<file path="src/rtl/stmr_pkg.sv">
package stmr_pkg;

    localparam int WORD_W   = 32;
    localparam int WIDE_W   = 2 * WORD_W;
    localparam int PSC_W    = 8;
    localparam int ADDR_W   = 4;
    localparam int N_HALVES = 2;

    // register addresses
    localparam int A_GCTRL  = 0;
    localparam int A_CFG_LO = 1;
    localparam int A_CNT_LO = 3;
    localparam int A_PRD_LO = 5;
    localparam int A_REL_LO = 7;
    localparam int A_STAT   = 9;

    // global control / status field positions
    localparam int HOLD_LSB = 4;
    localparam int PSC_LSB  = 8;

    typedef enum logic [1:0] {
        MODE_WIDE  = 2'd0,
        MODE_SPLIT = 2'd1,
        MODE_PARK  = 2'd2,
        MODE_CHAIN = 2'd3
    } tmr_mode_e;

    typedef enum logic [1:0] {
        ENA_OFF    = 2'd0,
        ENA_ONCE   = 2'd1,
        ENA_LOOP   = 2'd2,
        ENA_RELOAD = 2'd3
    } tmr_ena_e;

    typedef struct packed {
        logic     invert;
        logic     gate;
        logic     pin_src;
        tmr_ena_e ena;
    } half_cfg_t;

    function automatic half_cfg_t unpack_cfg(input logic [WORD_W-1:0] d);
        half_cfg_t c;
        c.ena     = tmr_ena_e'(d[1:0]);
        c.pin_src = d[2];
        c.gate    = d[3];
        c.invert  = d[4];
        return c;
    endfunction

    function automatic logic [WORD_W-1:0] pack_cfg(input half_cfg_t c);
        logic [WORD_W-1:0] d;
        d      = '0;
        d[1:0] = c.ena;
        d[2]   = c.pin_src;
        d[3]   = c.gate;
        d[4]   = c.invert;
        return d;
    endfunction

    // value a counter takes when it advances
    function automatic logic [WIDE_W-1:0] advance_val(
        input logic [WIDE_W-1:0] c,
        input logic [WIDE_W-1:0] p,
        input logic [WIDE_W-1:0] r,
        input tmr_ena_e          e
    );
        if (c != p) return c + WIDE_W'(1);
        case (e)
            ENA_RELOAD: return r;
            ENA_ONCE:   return c;
            default:    return '0;
        endcase
    endfunction

endpackage

</file>
<file path="src/rtl/stmr_regs.sv">
module stmr_regs
    import stmr_pkg::*;
(
    input  logic                                 clk,
    input  logic                                 rst,
    input  logic                                 wr_en,
    input  logic [ADDR_W-1:0]                    wr_addr,
    input  logic [WORD_W-1:0]                    wr_data,
    input  logic [ADDR_W-1:0]                    rd_addr,
    output logic [WORD_W-1:0]                    rd_data,
    output tmr_mode_e                            mode,
    output logic [PSC_W-1:0]                     psc_prd,
    output logic [N_HALVES-1:0]                  hold,
    output half_cfg_t [N_HALVES-1:0]             cfg,
    output logic [N_HALVES-1:0][WORD_W-1:0]      prd,
    output logic [N_HALVES-1:0][WORD_W-1:0]      rel,
    output logic [N_HALVES-1:0]                  cfg_we,
    output logic [N_HALVES-1:0]                  cnt_we,
    input  logic [N_HALVES-1:0][WORD_W-1:0]      cnt,
    input  logic [N_HALVES-1:0]                  run,
    input  logic [PSC_W-1:0]                     psc_cnt
);

    tmr_mode_e                        mode_q;
    logic [PSC_W-1:0]                 psc_prd_q;
    logic [N_HALVES-1:0]              hold_q;
    half_cfg_t [N_HALVES-1:0]         cfg_q;
    logic [N_HALVES-1:0][WORD_W-1:0]  prd_q;
    logic [N_HALVES-1:0][WORD_W-1:0]  rel_q;
    logic [N_HALVES-1:0]              prd_we;
    logic [N_HALVES-1:0]              rel_we;
    logic                             gctrl_we;

    always_comb begin
        gctrl_we = wr_en && (int'(wr_addr) == A_GCTRL);
        for (int h = 0; h < N_HALVES; h++) begin
            cfg_we[h] = wr_en && (int'(wr_addr) == A_CFG_LO + h);
            cnt_we[h] = wr_en && (int'(wr_addr) == A_CNT_LO + h);
            prd_we[h] = wr_en && (int'(wr_addr) == A_PRD_LO + h);
            rel_we[h] = wr_en && (int'(wr_addr) == A_REL_LO + h);
        end
    end

    always_ff @(posedge clk) begin
        if (rst) begin
            mode_q    <= MODE_WIDE;
            psc_prd_q <= '0;
            hold_q    <= '0;
            cfg_q     <= '0;
            prd_q     <= '0;
            rel_q     <= '0;
        end else begin
            if (gctrl_we) begin
                mode_q    <= tmr_mode_e'(wr_data[1:0]);
                hold_q    <= wr_data[HOLD_LSB +: N_HALVES];
                psc_prd_q <= wr_data[PSC_LSB +: PSC_W];
            end
            for (int h = 0; h < N_HALVES; h++) begin
                if (cfg_we[h]) cfg_q[h] <= unpack_cfg(wr_data);
                if (prd_we[h]) prd_q[h] <= wr_data;
                if (rel_we[h]) rel_q[h] <= wr_data;
            end
        end
    end

    always_comb begin
        rd_data = '0;
        case (int'(rd_addr))
            A_GCTRL: begin
                rd_data[1:0]                 = mode_q;
                rd_data[HOLD_LSB +: N_HALVES] = hold_q;
                rd_data[PSC_LSB +: PSC_W]     = psc_prd_q;
            end
            A_CFG_LO:     rd_data = pack_cfg(cfg_q[0]);
            A_CFG_LO + 1: rd_data = pack_cfg(cfg_q[1]);
            A_CNT_LO:     rd_data = cnt[0];
            A_CNT_LO + 1: rd_data = cnt[1];
            A_PRD_LO:     rd_data = prd_q[0];
            A_PRD_LO + 1: rd_data = prd_q[1];
            A_REL_LO:     rd_data = rel_q[0];
            A_REL_LO + 1: rd_data = rel_q[1];
            A_STAT: begin
                rd_data[N_HALVES-1:0]     = run;
                rd_data[PSC_LSB +: PSC_W] = psc_cnt;
            end
            default: rd_data = '0;
        endcase
    end

    assign mode    = mode_q;
    assign psc_prd = psc_prd_q;
    assign hold    = hold_q;
    assign cfg     = cfg_q;
    assign prd     = prd_q;
    assign rel     = rel_q;

    AST_CFG_WRITE_SEEN: assert property (@(posedge clk) disable iff (rst)
        cfg_we[0] |=> (cfg_q[0].ena == tmr_ena_e'($past(wr_data[1:0]))));

endmodule

</file>
<file path="src/rtl/stmr_tick.sv">
module stmr_tick
    import stmr_pkg::*;
(
    input  logic                     clk,
    input  logic                     rst,
    input  logic                     tin,
    input  half_cfg_t [N_HALVES-1:0] cfg,
    output logic [N_HALVES-1:0]      tick
);

    logic sync1_q;
    logic sync2_q;
    logic prev_q;

    always_ff @(posedge clk) begin
        if (rst) begin
            sync1_q <= 1'b0;
            sync2_q <= 1'b0;
            prev_q  <= 1'b0;
        end else begin
            sync1_q <= tin;
            sync2_q <= sync1_q;
            prev_q  <= sync2_q;
        end
    end

    generate
        for (genvar g = 0; g < N_HALVES; g++) begin : g_half
            logic edge_hit;

            always_comb begin
                edge_hit = cfg[g].invert ? (!sync2_q && prev_q) : (sync2_q && !prev_q);
                tick[g]  = cfg[g].pin_src ? edge_hit : (!cfg[g].gate || sync2_q);
            end

            AST_PIN_SINGLE_TICK: assert property (@(posedge clk) disable iff (rst)
                (tick[g] && cfg[g].pin_src) |=> !(tick[g] && cfg[g].pin_src));

            AST_GATE_BLOCKS: assert property (@(posedge clk) disable iff (rst)
                (!cfg[g].pin_src && cfg[g].gate && !$past(tin, 2)) |-> !tick[g]);
        end
    endgenerate

endmodule

</file>
<file path="src/rtl/stmr_count.sv">
module stmr_count
    import stmr_pkg::*;
(
    input  logic                             clk,
    input  logic                             rst,
    input  tmr_mode_e                        mode,
    input  half_cfg_t [N_HALVES-1:0]         cfg,
    input  logic [N_HALVES-1:0][WORD_W-1:0]  prd,
    input  logic [N_HALVES-1:0][WORD_W-1:0]  rel,
    input  logic [PSC_W-1:0]                 psc_prd,
    input  logic [N_HALVES-1:0]              hold,
    input  logic [N_HALVES-1:0]              tick,
    input  logic [N_HALVES-1:0]              cnt_we,
    input  logic [N_HALVES-1:0]              cfg_we,
    input  logic [WORD_W-1:0]                cnt_wdata,
    output logic [N_HALVES-1:0][WORD_W-1:0]  cnt,
    output logic [N_HALVES-1:0]              run,
    output logic [PSC_W-1:0]                 psc_cnt,
    output logic [N_HALVES-1:0]              evt_half,
    output logic                             evt_wide
);

    logic [N_HALVES-1:0][WORD_W-1:0]  cnt_q;
    logic [N_HALVES-1:0]              done_q;
    logic [PSC_W-1:0]                 psc_q;
    logic [N_HALVES-1:0]              evt_half_q;
    logic                             evt_wide_q;

    logic [WIDE_W-1:0]                wide_cnt;
    logic [WIDE_W-1:0]                wide_prd;
    logic [WIDE_W-1:0]                wide_rel;
    logic [WIDE_W-1:0]                wide_next;
    logic                             wide_adv;
    logic                             wide_match;
    logic [N_HALVES-1:0][WIDE_W-1:0]  half_full;
    logic [N_HALVES-1:0]              half_match;
    logic [N_HALVES-1:0]              split_adv;
    logic [N_HALVES-1:0]              half_evt;
    logic [N_HALVES-1:0]              once_done;
    logic                             psc_fire;
    logic                             split_mode;

    always_comb begin
        for (int h = 0; h < N_HALVES; h++)
            run[h] = (cfg[h].ena != ENA_OFF) && !done_q[h] && !hold[h];
    end

    // one 64-bit counter
    always_comb begin
        wide_cnt   = {cnt_q[1], cnt_q[0]};
        wide_prd   = {prd[1], prd[0]};
        wide_rel   = {rel[1], rel[0]};
        wide_adv   = (mode == MODE_WIDE) && run[0] && tick[0];
        wide_match = (wide_cnt == wide_prd);
        wide_next  = advance_val(wide_cnt, wide_prd, wide_rel, cfg[0].ena);
    end

    // two halves, free or chained through the prescaler
    always_comb begin
        split_mode = (mode == MODE_SPLIT) || (mode == MODE_CHAIN);
        for (int h = 0; h < N_HALVES; h++) begin
            half_full[h]  = advance_val({{WORD_W{1'b0}}, cnt_q[h]},
                                        {{WORD_W{1'b0}}, prd[h]},
                                        {{WORD_W{1'b0}}, rel[h]},
                                        cfg[h].ena);
            half_match[h] = (cnt_q[h] == prd[h]);
        end
        split_adv[0] = split_mode && run[0] && tick[0];
        half_evt[0]  = split_adv[0] && half_match[0];
        psc_fire     = (mode == MODE_CHAIN) && half_evt[0] && (psc_q == psc_prd);
        split_adv[1] = run[1] && (((mode == MODE_SPLIT) && tick[1]) || psc_fire);
        half_evt[1]  = split_adv[1] && half_match[1];
        once_done[0] = (wide_adv && wide_match && (cfg[0].ena == ENA_ONCE)) ||
                       (half_evt[0] && (cfg[0].ena == ENA_ONCE));
        once_done[1] = half_evt[1] && (cfg[1].ena == ENA_ONCE);
    end

    always_ff @(posedge clk) begin
        if (rst) begin
            cnt_q      <= '0;
            done_q     <= '0;
            evt_half_q <= '0;
            evt_wide_q <= 1'b0;
        end else begin
            for (int h = 0; h < N_HALVES; h++) begin
                if (hold[h])
                    cnt_q[h] <= '0;
                else if (cnt_we[h])
                    cnt_q[h] <= cnt_wdata;
                else if (wide_adv)
                    cnt_q[h] <= wide_next[h*WORD_W +: WORD_W];
                else if (split_adv[h])
                    cnt_q[h] <= half_full[h][WORD_W-1:0];

                if (cfg_we[h])
                    done_q[h] <= 1'b0;
                else if (once_done[h])
                    done_q[h] <= 1'b1;
            end
            evt_half_q <= half_evt;
            evt_wide_q <= wide_adv && wide_match;
        end
    end

    always_ff @(posedge clk) begin
        if (rst || hold[1] || (mode != MODE_CHAIN))
            psc_q <= '0;
        else if (half_evt[0])
            psc_q <= psc_fire ? '0 : psc_q + PSC_W'(1);
    end

    assign cnt      = cnt_q;
    assign psc_cnt  = psc_q;
    assign evt_half = evt_half_q;
    assign evt_wide = evt_wide_q;

    AST_PARK_FROZEN: assert property (@(posedge clk) disable iff (rst)
        (mode == MODE_PARK && hold == '0 && cnt_we == '0)
        |=> ($stable(cnt_q[0]) && $stable(cnt_q[1])));

    AST_OFF_HOLDS: assert property (@(posedge clk) disable iff (rst)
        (cfg[0].ena == ENA_OFF && !hold[0] && !cnt_we[0]) |=> $stable(cnt_q[0]));

    AST_ONCE_PARKS: assert property (@(posedge clk) disable iff (rst)
        ($rose(done_q[0]) && !$past(cnt_we[0])) |-> (cnt_q[0] == $past(prd[0])));

    AST_CHAIN_GATED: assert property (@(posedge clk) disable iff (rst)
        (mode == MODE_CHAIN && !half_evt[0] && !hold[1] && !cnt_we[1])
        |=> $stable(cnt_q[1]));

    AST_HOLD_ZERO: assert property (@(posedge clk) disable iff (rst)
        hold[1] |=> (cnt_q[1] == '0));

    AST_WIDE_NO_HALF_EVT: assert property (@(posedge clk) disable iff (rst)
        (mode == MODE_WIDE) |=> (evt_half_q == '0));

endmodule

</file>
<file path="src/rtl/split_timer.sv">
module split_timer
    import stmr_pkg::*;
(
    input  logic              clk,
    input  logic              rst,
    input  logic              wr_en,
    input  logic [ADDR_W-1:0] wr_addr,
    input  logic [WORD_W-1:0] wr_data,
    input  logic [ADDR_W-1:0] rd_addr,
    output logic [WORD_W-1:0] rd_data,
    input  logic              tin,
    output logic              evt_lo,
    output logic              evt_hi,
    output logic              evt_wide
);

    tmr_mode_e                        mode;
    logic [PSC_W-1:0]                 psc_prd;
    logic [PSC_W-1:0]                 psc_cnt;
    logic [N_HALVES-1:0]              hold;
    half_cfg_t [N_HALVES-1:0]         cfg;
    logic [N_HALVES-1:0][WORD_W-1:0]  prd;
    logic [N_HALVES-1:0][WORD_W-1:0]  rel;
    logic [N_HALVES-1:0][WORD_W-1:0]  cnt;
    logic [N_HALVES-1:0]              cfg_we;
    logic [N_HALVES-1:0]              cnt_we;
    logic [N_HALVES-1:0]              run;
    logic [N_HALVES-1:0]              tick;
    logic [N_HALVES-1:0]              evt_half;

    stmr_regs u_regs (
        .clk     (clk),
        .rst     (rst),
        .wr_en   (wr_en),
        .wr_addr (wr_addr),
        .wr_data (wr_data),
        .rd_addr (rd_addr),
        .rd_data (rd_data),
        .mode    (mode),
        .psc_prd (psc_prd),
        .hold    (hold),
        .cfg     (cfg),
        .prd     (prd),
        .rel     (rel),
        .cfg_we  (cfg_we),
        .cnt_we  (cnt_we),
        .cnt     (cnt),
        .run     (run),
        .psc_cnt (psc_cnt)
    );

    stmr_tick u_tick (
        .clk  (clk),
        .rst  (rst),
        .tin  (tin),
        .cfg  (cfg),
        .tick (tick)
    );

    stmr_count u_count (
        .clk       (clk),
        .rst       (rst),
        .mode      (mode),
        .cfg       (cfg),
        .prd       (prd),
        .rel       (rel),
        .psc_prd   (psc_prd),
        .hold      (hold),
        .tick      (tick),
        .cnt_we    (cnt_we),
        .cfg_we    (cfg_we),
        .cnt_wdata (wr_data),
        .cnt       (cnt),
        .run       (run),
        .psc_cnt   (psc_cnt),
        .evt_half  (evt_half),
        .evt_wide  (evt_wide)
    );

    assign evt_lo = evt_half[0];
    assign evt_hi = evt_half[1];

endmodule

</file>
<file path="config.mk">
export PLATFORM = sky130hd
export DESIGN_NAME = split_timer
export DESIGN_NICKNAME = d
export VERILOG_FILES = /design/src/rtl/stmr_pkg.sv /design/src/rtl/stmr_regs.sv /design/src/rtl/stmr_tick.sv /design/src/rtl/stmr_count.sv /design/src/rtl/split_timer.sv
export SDC_FILE = /design/constraint.sdc
export NUM_CORES = 1
export LEC_CHECK = 0
export ABC_AREA = 0
export BUFFER_PORTS_ARGS = -buffer_cell sky130_fd_sc_hd__buf_2
export CORE_MARGIN = 5
export CORE_UTILIZATION = 41
export DETAILED_ROUTE_END_ITERATION = 10
export SETUP_SLACK_MARGIN = 0.3
export SKIP_LAST_GASP = 1
export SLEW_MARGIN = 20
export SYNTH_ARGS = -nofsm -noshare
export SYNTH_HDL_FRONTEND = slang
export SYNTH_SLANG_ARGS = --single-unit
export TNS_END_PERCENT = 20
</file>
<file path="constraint.sdc">
create_clock -name clk -period 7.15 [get_ports clk]
set_input_delay 0.715 -clock clk [delete_from_list [all_inputs] [get_ports clk]]
set_output_delay 0.715 -clock clk [all_outputs]
set_load 0.1 [all_outputs]
</file>
---- Word-level counts from Yosys, hierarchy flattened ----
Index checks and enable logic that the tools add are counted.
storage, ports and cells
  RAM bits ................................ 0
  bits of input ports ..................... 44
  register bits after elaboration ......... 230
  memories kept ........................... 0
  output and inout bits ................... 35
  bits in latches ......................... 0
  word-level logic and storage cells ...... 150
  memory bits (read-only) ................. 0
cells by class
  multiplexer cells ....................... 29
  multiply operators ...................... 0
  reduce and logical (&&, ||, !) cells .... 57
  shifts and indexed selects .............. 0
  add/subtract/negate cells ............... 4
  eq/ne operators ......................... 35
  $lt $le $gt $ge ......................... 0
  bitwise logic cells ..................... 0
  div/mod/pow operators ................... 0
operators by type and width
  kind                                           number
  2-to-1 mux 32 bit                              10
  2-to-1 mux 64 bit                              2
  case mux 32 bit (2 select lines)               2
  case mux 64 bit (2 select lines)               1
  case mux 16 bit (6 select lines)               1
  adder 32 x 1 -> 32 bit, second input constant  2
  adder 64 x 1 -> 64 bit, second input constant  1
  == test 32 bit                                 2
  == test 64 bit                                 1
  inequality test 32 bit                         2
  inequality test 64 bit                         1
  case mux 8 bit (8 select lines)                1
  logical AND 1 bit                              29
  == test 4 bit, second input constant           7
  == test 4 x 3 -> 1 bit, second input constant  6
  case mux 2 bit (10 select lines)               1
  case mux 2 bit (9 select lines)                1
  case mux 2 bit (8 select lines)                1
  == test 4 x 2 -> 1 bit, second input constant  3
  case mux 2 bit (6 select lines)                1
  adder 8 x 1 -> 8 bit, second input constant    1
  == test 8 bit                                  1
  zero test 1 bit                                8
  zero test 4 bit                                2
  14 further kinds                               38

---- Longest topological paths before layout ----
Gate-level depths: netlist of run 1.
  word-level depth ........................ 13
  gate-level depth with buffers ........... 12

---- Cells and area by module ----
A second synthesis of run 1 with hierarchy kept.
unflattened totals
  cells, all modules ...................... 1893
  area, all modules ....................... 14268.7 sq um
by module, submodules not included
  module      sequential area each (sq um)  area each (sq um)  cells an instance  times used
  stmr_regs   3002.9                        7078.0             915                1
  stmr_count  1541.5                        7056.8             964                1
  stmr_tick   60.1                          133.9              14                 1

---- Worst setup path before layout of run 1 ----
No wires, ideal clock.
  path kind ............................... in2out
  start ................................... input rd_addr[3]
  end ..................................... output rd_data[12]
  setup slack ............................. 3.238 ns
  stages on the path ...................... 6
  data required time ...................... 6.435 ns
  arrival ................................. 3.197 ns
  buffers on the path ..................... 2
  path through ............................ clkbuf_1 -> clkbuf_1 -> mux2i_1 -> nor2_1 -> a21oi_1 -> o2111ai_1
on the way
  word-level cells in the longest chain between the ends .. 2
  elaborated cells between the ends (all ways) .. 9
  classes of those cells .................. 7 x eq/ne; 1 x mux; 1 x reduce/logical
RTL lines
  what                                   RTL line           source
  start: declaration                     split_timer.sv:9   input logic [ADDR_W-1:0] rd_addr,
  == test 4 bit (tied with other cells)  stmr_regs.sv:68    case (int'(rd_addr))
  case mux 8 bit (8 select lines) *      stmr_regs.sv:68
  end: declaration                       split_timer.sv:10  output logic [WORD_W-1:0] rd_data,
Mark *: on every way between the ends. The rest lies on a longest branch, timed or not.

---- Worst setup path in the final report of run 1 ----
  start ................................... register u_count.cnt_q (netlist bit u_count.cnt[7])
  end ..................................... register u_count.cnt_q (netlist bit u_count.cnt[46])
on the way
  word-level cells in the longest chain between the ends .. 8
  elaborated cells between the ends (all ways) .. 16
  classes of those cells .................. 1 x add/sub; 3 x eq/ne; 5 x mux; 7 x reduce/logical
RTL lines
  what                                                                            RTL line          source
  start: declaration                                                              stmr_count.sv:23  logic [N_HALVES-1:0][WORD_W-1:0] cnt_q;
  start signal: indexed assignment                                                stmr_count.sv:89  cnt_q[h] <= cnt_wdata;
  start signal: indexed assignment                                                stmr_count.sv:91  cnt_q[h] <= wide_next[h*WORD_W +: WORD_W];
  start signal: indexed assignment                                                stmr_count.sv:93  cnt_q[h] <= half_full[h][WORD_W-1:0];
  parallel branches: the longest is 8 deep, another holds adder 64 x 1 -> 64 bit  n/a
Parallel ways; which one is timed is not known. The select of a mux whose other input is x is not followed.
A chain may end at the register's enable or synchronous reset.

==> results_dict.tcl, run 1 <==
set metrics [dict create \
    num_vias 14272 \
    m1WireLength_um 24400 \
    synth-main-ff-cell "dfxtp_1" \
    skew_ns 0.0181 \
    fp.dieW_um 192 \
    tightest_slew_ns 1.18 \
    cts_inserted_buffers 28 \
    cts.path.max_buffers 3 \
    clock.fmax_ghz 0.260 \
    grt_usage_pct 31.2 \
    core-area_sq_mm 0.0325 \
    route.met3.wl_um 6730 \
    routed.top_layer "met4" \
    r2r_setup_slack_ns 3.31 \
    drt-wirelength-per-cell_um 26.3 \
    netlist_instances 1810 \
    setup.worst_path.start "u_count.cnt[7]$_SDFFE_PP0P_" \
    clock_sinks 230 \
    synth-seq-cells 230 \
    drive_above_1_share_pct 11.5 \
    maxCapViolCount 0 \
    finalHoldViolations 0 \
    synth_area_sq_mm 0.0135 \
    place.port_buffers 78 \
    slew_headroom_pct 21.2 \
    final_common_cell "nand2_1" \
    instances_no_fill 2243 \
    grt_max_degree 61 \
    nNetsFinal 1826 \
    fin_crit_ns 3.84 \
    ir_worst_vdd_mv 0.175 \
    critPathCaptureType "flip-flop" \
    powerDensity_mw_per_mm2 224 \
    hold_class "in -> reg" \
    first_pass_iters 6 \
    cts_tree "built" \
    cts-htree-levels 1 \
    fin_crit_sh_pct 53.7 \
    dp_hpwl_um 41100 \
    synthArstFlopShare_pct 0 \
    cts_resized 0 \
    ys_seq_area_share_pct 34.0 \
    cp_data_required_time_ns 7.59 \
    tns_ns 0 \
    row_count 66 \
    syn_nets 1857 \
    grt_pass1_vias 13049 \
    die-area_sq_mm 0.0367 \
    avgSynthCellArea_sq_um 7.47 \
    path_clk_slew_ns 0.06 \
    initial_utilization_pct 41.6 \
    gp_congestion 0.994 \
    timing.rr.start "u_count.cnt[7]$_SDFFE_PP0P_" \
    via_per_inst 6.36 \
    overflow 0 \
    cts_root_buf "clkbuf_16" \
    path_class "reg -> reg" \
    cts_setup_buffers 0 \
    ys_warn_count 0 \
    crit_fanout 16 \
    hold_buffers 0 \
    synth_enable_flop_cells 0 \
    power_mw 3.37 \
    antenna_found_initial 1 \
    final-setup-viol-count 0 \
    die_y_um 192 \
    dp.cells 2190 \
    layout_common_cells "nand2_1, a21oi_1, dfxtp_1, a22oi_1, nor2_1" \
    drc 0 \
    synthToLayoutAreaGrowth_pct 11.2 \
    outcome "complete, no violations" \
    antenna_left 0 \
    hold_start "tin" \
    cp-start-kind "flip-flop" \
    leakage_nw 5.49 \
    wl_um 59100 \
    grt_pass1_wl_um 86600 \
    initialDrtViolationCount 2171 \
    wl_met2_um 25300 \
    clk-insertion-delay-late_ns 0.56 \
    ios 79 \
    drv_slew 0 \
    cp.arrival_ns 4.29 \
    ys_types 78 \
    grt_setup_unrepaired "false" \
]
## power by group
group          internal, mW  total, mW  switching (mW)  leakage [nW]
combinational         0.144      0.535           0.391          3.16
sequential             1.31       1.37          0.0606          1.86
clock                 0.871       1.47           0.597         0.465
total                  2.33       3.37            1.05          5.49
## critical path: stages (launching register included)
cell      delay, ns
dfxtp_1        0.55
xor2_1         0.16
nor4_1         0.70
nand4_1        0.38
nor2_4         0.29
a31oi_1        0.19
or4_1          0.95
a21boi_1       0.29
o221a_1        0.22
## synthesized netlist by cell type (9+ instances only)
| cell type | number | area (sq um) |
|---|---|---|
| nand2_1 | 372 | 1400 |
| dfxtp_1 | 230 | 4600 |
| a311oi_1 | 12 | 105 |
| nor3_1 | 22 | 110 |
| o2111ai_1 | 13 | 114 |
| mux2i_1 | 17 | 170 |
| inv_1 | 12 | 45.0 |
| xnor2_1 | 40 | 350 |
| xor2_1 | 91 | 797 |
| clkbuf_1 | 126 | 473 |
| o31ai_1 | 10 | 75.1 |
| a21oi_1 | 245 | 1230 |
| a221oi_1 | 9 | 78.8 |
| nand4_1 | 28 | 175 |
| and3_1 | 24 | 150 |
| a22oi_1 | 92 | 691 |
| nor2_1 | 96 | 360 |
| buf_2 | 41 | 205 |
| o221ai_2 | 9 | 135 |
| nor4_1 | 19 | 119 |
| a211o_1 | 14 | 123 |
| a31oi_1 | 14 | 87.6 |
| o21ai_0 | 43 | 215 |
| o211ai_1 | 9 | 67.6 |
| nand3_1 | 63 | 315 |
## state kept, by name (all words and copies together) (netlist names)
signal	flops
u_tick.sync1_q	1
u_count.cnt	64
u_regs.hold	2
u_count.psc_cnt	8
u_count.evt_wide	1
u_regs.rel	64
u_regs.mode	2
u_regs.prd	64
u_tick.sync2_q	1
u_count.done_q	2
u_tick.prev_q	1
u_regs.cfg	10
u_regs.psc_prd	8
u_count.evt_half	2
## cells by family after synthesis
group,after synthesis,synth area share [%]
and+or+nand+nor,693,23.4
AOI/OAI and AO/OA,545,26.4
DFF,230,34.0
buffers and inverters,187,5.67
xor gates and xnor gates,131,8.48
muxes,21,1.67
adders and majority gates,3,0.278
## worst paths after layout
check                            endpoint  cells after the start
max          u_count.cnt[46]$_SDFFE_PP0P_                      8
min             u_tick.sync1_q$_SDFF_PP0_                      2
max reg2reg  u_count.cnt[46]$_SDFFE_PP0P_                      8
min reg2reg     u_tick.sync2_q$_SDFF_PP0_                      1
## final cells by class
type,count,area (sq um)
Sequential cell,230,4600
Tap cell,442,553
Timing Repair Buffer,114,663
Multi-Input combinational cell,1393,8230
Fill cell,3343,17500
Inverter,12,45.0
Clock inverter,12,115
Clock buffer,39,823
Antenna cell,1,2.50
## layer usage
metal	vias to the layer above	track usage, %
met3	146	6.69
met5	-	0
met1	6824	44.5
met4	0	12.2
met2	875	46.2
li1	6427	-
## stage by stage
step	utilization, %	setup WS (ns)	hold WS [ns]	cell area, sq um
after floorplan	-	3.24	0.414	13500
after global placement	43.3	3.44	0.424	14100
after detailed placement	43.3	3.30	0.426	14100
after CTS	46.2	3.44	0.360	15000
after global routing	46.2	3.22	0.404	15000
final	46.2	3.31	0.380	15000
No activity file was read; power rests on OpenSTA's default activity.
==> run 2, diff against run 1 <==
==> constraint.sdc (replaced) <==
create_clock -name clk -period 3.5 [get_ports clk]
set_input_delay 0.35 -clock clk [delete_from_list [all_inputs] [get_ports clk]]
set_output_delay 0.35 -clock clk [all_outputs]
set_load 0.1 [all_outputs]
==> run 2 against run 1 <==
Effect of this change: non-clock buffer count increased by 41; critical path depth increased by 1; utilization grew 1.1 points; worst setup slack lost 3.0 ns; clock power is 100% higher; global-route usage grew 1.2 points; cell area is 2.4% higher; flip-flop and latch count unchanged; first-iteration DRC count is 12% lower; cell count up 1.7%; combinational power up 130%; die area unchanged.
==> results_dict.tcl, run 2 (synthesis gave the netlist of run 1 again) <==
set metrics [dict create \
    stdcell_area_sq_mm 0.0154 \
    maxCapViolCount 0 \
    cts_inserted_buffers 27 \
    grt.busiest_layer "met2" \
    path_class "reg -> reg" \
    synthToLayoutAreaGrowth_pct 13.8 \
    clock_sinks 230 \
    leakage_nw 5.69 \
    nNetsFinal 1866 \
    dp_hpwl_um 44100 \
    fillers 3319 \
    cp_data_required_time_ns 3.91 \
    grt_pass1_wl_um 89300 \
    layout_common_cells "nand2_1, a21oi_1, dfxtp_1, a22oi_1, nor2_1" \
    wl_um 61100 \
    grt_use_met2_pct 46.9 \
    grt_max_degree 73 \
    ios 79 \
    clock.fmax_ghz 0.315 \
    outcome "complete, no violations" \
    gp_congestion 1.01 \
    crit_fanout 31 \
    grt_pass1_vias 13380 \
    finalHoldViolations 0 \
    cts_tree "built" \
    met1_usage_pct 45.5 \
    slew_headroom_pct 32.6 \
    initial_utilization_pct 41.6 \
    ir_worst_vdd_mv 0.338 \
    timing.rr.start "u_count.cnt[51]$_SDFFE_PP0P_" \
    clk-insertion-delay-late_ns 0.56 \
    met3_usage_pct 8.85 \
    antenna_left 0 \
    initialDrtViolationCount 1917 \
    grt_setup_unrepaired "true" \
    overflow 0 \
    via_per_inst 6.28 \
    drive_above_1_share_pct 13.0 \
    skew_ns 0.0183 \
    grt_usage_pct 32.4 \
    core-area_sq_mm 0.0325 \
    row_count 66 \
    drv_slew 0 \
    cts.path.max_buffers 3 \
    cp.arrival_ns 3.59 \
    hold_start "wr_data[18]" \
    drt-wirelength-per-cell_um 26.8 \
    tightest_slew_ns 1.01 \
    antenna_found_initial 1 \
    die-area_sq_mm 0.0367 \
    fp.dieW_um 192 \
    critPathCaptureType "flip-flop" \
    hold_end "u_regs.prd[50]$_SDFFE_PP0P_" \
    tns_ns 0 \
    place.port_buffers 78 \
    fin_crit_sh_pct 90.8 \
    die_y_um 192 \
    cp-start-kind "flip-flop" \
    drc 0 \
    cts-htree-levels 1 \
    placed_area_sq_mm 0.0145 \
    path_clk_slew_ns 0.06 \
    r2r_setup_slack_ns 0.32 \
    final-setup-viol-count 0 \
    fin_crit_ns 3.18 \
    powerDensity_mw_per_mm2 455 \
    num_vias 14322 \
    final_common_cell "nand2_1" \
    hold_class "in -> reg" \
    reg2reg_depth 9 \
    r2r_end "u_count.cnt[21]$_SDFFE_PP0P_" \
    cts_root_buf "clkbuf_16" \
    min_path_cells 3 \
    first_pass_iters 6 \
]
[run 2: cell types whose count changed in the layout (fill, tap and decap cells not counted), sizes merged]
cell / change
buf: +40
bufinv: +2
clkbuf: +2
clkinv: -6
clkinvlp: -1
dlygate4sd3: +1
[run 2: how the worst max path moves through the flow]
stage / startpoint / end / slack, ns / depth (start not counted)
floorplan: rd_addr[3] / rd_data[12] / 0.32 / 6
global placement: u_count.cnt[12]$_SDFFE_PP0P_ / u_count.cnt[61]$_SDFFE_PP0P_ / 0.57 / 9
detailed placement: u_count.cnt[2]$_SDFFE_PP0P_ / u_count.cnt[61]$_SDFFE_PP0P_ / 0.52 / 9
CTS: u_regs.cfg[0]$_SDFFE_PP0P_ / rd_data[0] / 0.45 / 6
global route: u_regs.cfg[0]$_SDFFE_PP0P_ / u_count.cnt[46]$_SDFFE_PP0P_ / 0.26 / 8
finish: u_count.cnt[51]$_SDFFE_PP0P_ / u_count.cnt[21]$_SDFFE_PP0P_ / 0.32 / 9
[run 2: timing repair]
action,CTS,global route
hold buffers,1,0
hold endpoints to repair,1,0
setup endpoints to repair,0,5
gates resized for setup,0,1
setup buffers,0,0
[run 2: cell type report]
cell class / count / area [sq um] / area share (%)
tap: 442 / 553 / 3.59
clock inverter: 7 / 138 / 0.894
inverter: 12 / 45.0 / 0.293
clock buffer: 41 / 778 / 5.05
antenna: 1 / 2.50 / 0.0163
multi-input combinational: 1393 / 8240 / 53.5
timing repair buffer: 155 / 1040 / 6.73
sequential: 230 / 4600 / 29.9
[run 2: routing by layer]
layer  vias up  share of wire (%)
met2       770                 42
met4         2                4.7
met5         -              0.011
met1      6902                 42
met3       148                 11
li1       6500                  -
[run 2: power breakdown]
part | total [mW] | leakage [nW] | switching (mW) | internal (mW)
clock | 3.01 | 0.444 | 1.20 | 1.82
sequential | 2.78 | 1.86 | 0.0976 | 2.68
combinational | 1.21 | 3.39 | 0.860 | 0.349
[run 2: stage by stage]
stage	hold WS [ns]	cells	utilization [%]	worst slack [ns]	total power, mW
2_1_floorplan	0.414	1810	-	0.318	3.52
3_3_place_gp	0.436	2231	44.4	0.570	3.98
3_5_place_dp	0.433	2231	44.4	0.521	3.99
4_1_cts	0.0965	2280	47.3	0.448	6.98
5_1_grt	0.126	2280	47.3	0.259	7.18
6_report	0.102	2281	47.3	0.322	7.00
[run 2: worst max-delay path, stage by stage (launching register included)]
cell and delay (ns):
dfxtp_1 0.48, xor2_1 0.11, nor4_1 0.57, nand4_1 0.25
or2_0 0.47, a21oi_4 0.45, buf_12 0.24, nor2_1 0.07
o32ai_1 0.27, o21ai_0 0.11
==> run 3, diff against run 2 <==
--- a/config.mk
+++ b/config.mk
@@ -7,9 +7,12 @@
 export LEC_CHECK = 0
 export ABC_AREA = 0
 export BUFFER_PORTS_ARGS = -buffer_cell sky130_fd_sc_hd__buf_2
+export CELL_PAD_IN_SITES_DETAIL_PLACEMENT = 2
+export CELL_PAD_IN_SITES_GLOBAL_PLACEMENT = 2
 export CORE_MARGIN = 5
-export CORE_UTILIZATION = 41
+export CORE_UTILIZATION = 33
 export DETAILED_ROUTE_END_ITERATION = 10
+export PLACE_DENSITY_LB_ADDON = 0.1
 export SETUP_SLACK_MARGIN = 0.3
 export SKIP_LAST_GASP = 1
 export SLEW_MARGIN = 20
==> run 3 against run 2 <==
Effect of this change: wire length increased by 21%; cell area increased by 3.0%; combinational power increased by 9.9%; die area increased by 23%; via count increased by 4.2%; first-iteration DRC count decreased by 34%; sequential power about the same; global-route usage decreased by 0.82 points; non-clock buffer count increased by 23; total power increased by 4.8%; count of clock-buffer cells in the layout increased by 1.
==> results_dict.tcl, run 3 (synthesis gave the netlist of run 1 again) <==
set metrics [dict create \
    grt_pass1_vias 15223 \
    cp_data_required_time_ns 3.94 \
    stdcell_area_sq_mm 0.0159 \
    die_y_um 212 \
    cpMostUsedCell "buf_4" \
    cts_root_buf "clkbuf_16" \
    drt-wirelength-per-cell_um 30.7 \
    gp_congestion 0.949 \
    placed_area_sq_mm 0.0147 \
    fin_crit_sh_pct 90.1 \
    drv_slew 0 \
    min_path_cells 3 \
    hold_slack_ns 0.120 \
    layout_common_cells "nand2_1, a21oi_1, dfxtp_1, buf_4, a22oi_1" \
    cp-start-kind "flip-flop" \
    final_common_cell "nand2_1" \
    clk-insertion-delay-late_ns 0.58 \
    row_count 74 \
    reg2reg_depth 10 \
    grt_max_degree 57 \
    initial_utilization_pct 33.3 \
    cts.path.max_buffers 3 \
    finalHoldViolations 0 \
    overflow 0 \
    clock.fmax_ghz 0.317 \
    outcome "complete, no violations" \
    ir_worst_vdd_mv 0.340 \
    grt_usage_pct 31.6 \
    place.port_buffers 78 \
    skew_ns 0.0104 \
    path_depth 10 \
    dp.cells 2339 \
    crit_fanout 17 \
    nNetsFinal 1891 \
    wl_um 73700 \
    worstPathCellList "nor2_1 -> or4_1 -> nor4_2 -> nand4_1 -> a22oi_2 -> buf_4 -> nor4_4 -> buf_4 -> a22oi_1 -> o21ai_0" \
    path_class "reg -> reg" \
    cts-htree-levels 1 \
    ios 79 \
    fp.dieW_um 212 \
    hold_class "in -> reg" \
    critPathBufInv 2 \
    antenna_found_initial 3 \
    tns_ns 0 \
    drc 0 \
    drive_above_1_share_pct 14.8 \
    die-area_sq_mm 0.0451 \
    initialDrtViolationCount 1273 \
    synthToLayoutAreaGrowth_pct 17.2 \
    critical_path.top_delay_family "simple AND/OR/NAND/NOR gates" \
    num_vias 14918 \
    antenna_left 0 \
    leakage_nw 5.91 \
    tightest_slew_ns 1.00 \
    instances_no_fill 2398 \
    critPathCaptureType "flip-flop" \
    max_stage_delay_ns 0.52 \
    final-setup-viol-count 0 \
    slowest_stage "or4_1" \
    cts_inserted_buffers 29 \
    path_clk_slew_ns 0.06 \
    cp.arrival_ns 3.60 \
    cts_tree "built" \
    first_pass_iters 5 \
    fin_crit_ns 3.15 \
    dp_hpwl_um 53400 \
    clock_sinks 230 \
    grt_setup_unrepaired "true" \
    powerDensity_mw_per_mm2 463 \
    core-area_sq_mm 0.0406 \
    grt_pass1_wl_um 106000 \
    slew_headroom_pct 32.9 \
    via_per_inst 6.22 \
    maxCapViolCount 0 \
]
run 3: cell types whose count changed in the layout (fill, tap and decap cells not counted), moves of 3 or more:
cell / previous run / this run
nor4_1: 19 / 16
clkinv_2: 2 / 5
clkbuf_1: 9 / 6
buf_4: 72 / 93
run 3: stage by stage:
step / setup slack (ns) / utilization [%] / power, mW
floorplan: 0.318 / - / 3.52
global placement: 0.226 / 36.3 / 4.06
detailed placement: 0.197 / 36.3 / 4.10
CTS: 0.310 / 38.8 / 7.34
global route: 0.240 / 39.0 / 7.56
finish: 0.345 / 39.0 / 7.34
run 3: power breakdown:
group	internal [mW]	total (mW)	switching [mW]
Clock	1.95	3.23	1.28
Combinational	0.388	1.33	0.937
Sequential	2.68	2.78	0.0985
Total	5.02	7.34	2.32
run 3: per-layer routing:
| metal | wire, um | track usage (%) | up-vias |
|---|---|---|---|
| met4 | 3060 | 10.7 | 4 |
| li1 | - | - | 6552 |
| met1 | 32300 | 43.6 | 7699 |
| met5 | 114 | 1.51 | - |
| met3 | 5530 | 5.96 | 143 |
| met2 | 32700 | 49.6 | 520 |
run 3: worst paths after layout:
kind / startpoint / endpoint / slack [ns]
worst max-delay path: u_regs.cfg[5]$_SDFFE_PP0P_ / u_count.cnt[53]$_SDFFE_PP0P_ / 0.35
worst min-delay path: wr_data[16] / u_regs.rel[16]$_SDFFE_PP0P_ / 0.12
worst max register to register: u_regs.cfg[5]$_SDFFE_PP0P_ / u_count.cnt[53]$_SDFFE_PP0P_ / 0.35
worst min register to register: u_count.done_q[0]$_SDFFE_PP0P_ / u_count.done_q[0]$_SDFFE_PP0P_ / 0.47
run 3: timing repair:
item                       4_1_cts  5_1_grt
hold endpoints to repair         1        0
pin swaps                        0        1
setup buffers                    0        5
hold buffers                     1        0
gates resized for setup          3        6
gates cloned                     0        0
setup endpoints to repair       21       29
run 3: final cells by class:
class	count	area, sq um
multi-input cells	1393	8300
clock buffers	42	845
well taps	532	666
clock inverters	10	153
inverters	12	45.0
fillers	4704	24800
flip-flops and latches	230	4610
repair buffers	178	1240
diodes	1	2.50
run 3: worst min-delay path, delay by kind of cell:
| family | cells | cell delay (ns) |
|---|---|---|
| AOI/OAI and AO/OA | 1 | 0.05 |
| buffers and inverters | 1 | 0.17 |
| and+or+nand+nor | 1 | 0.07 |
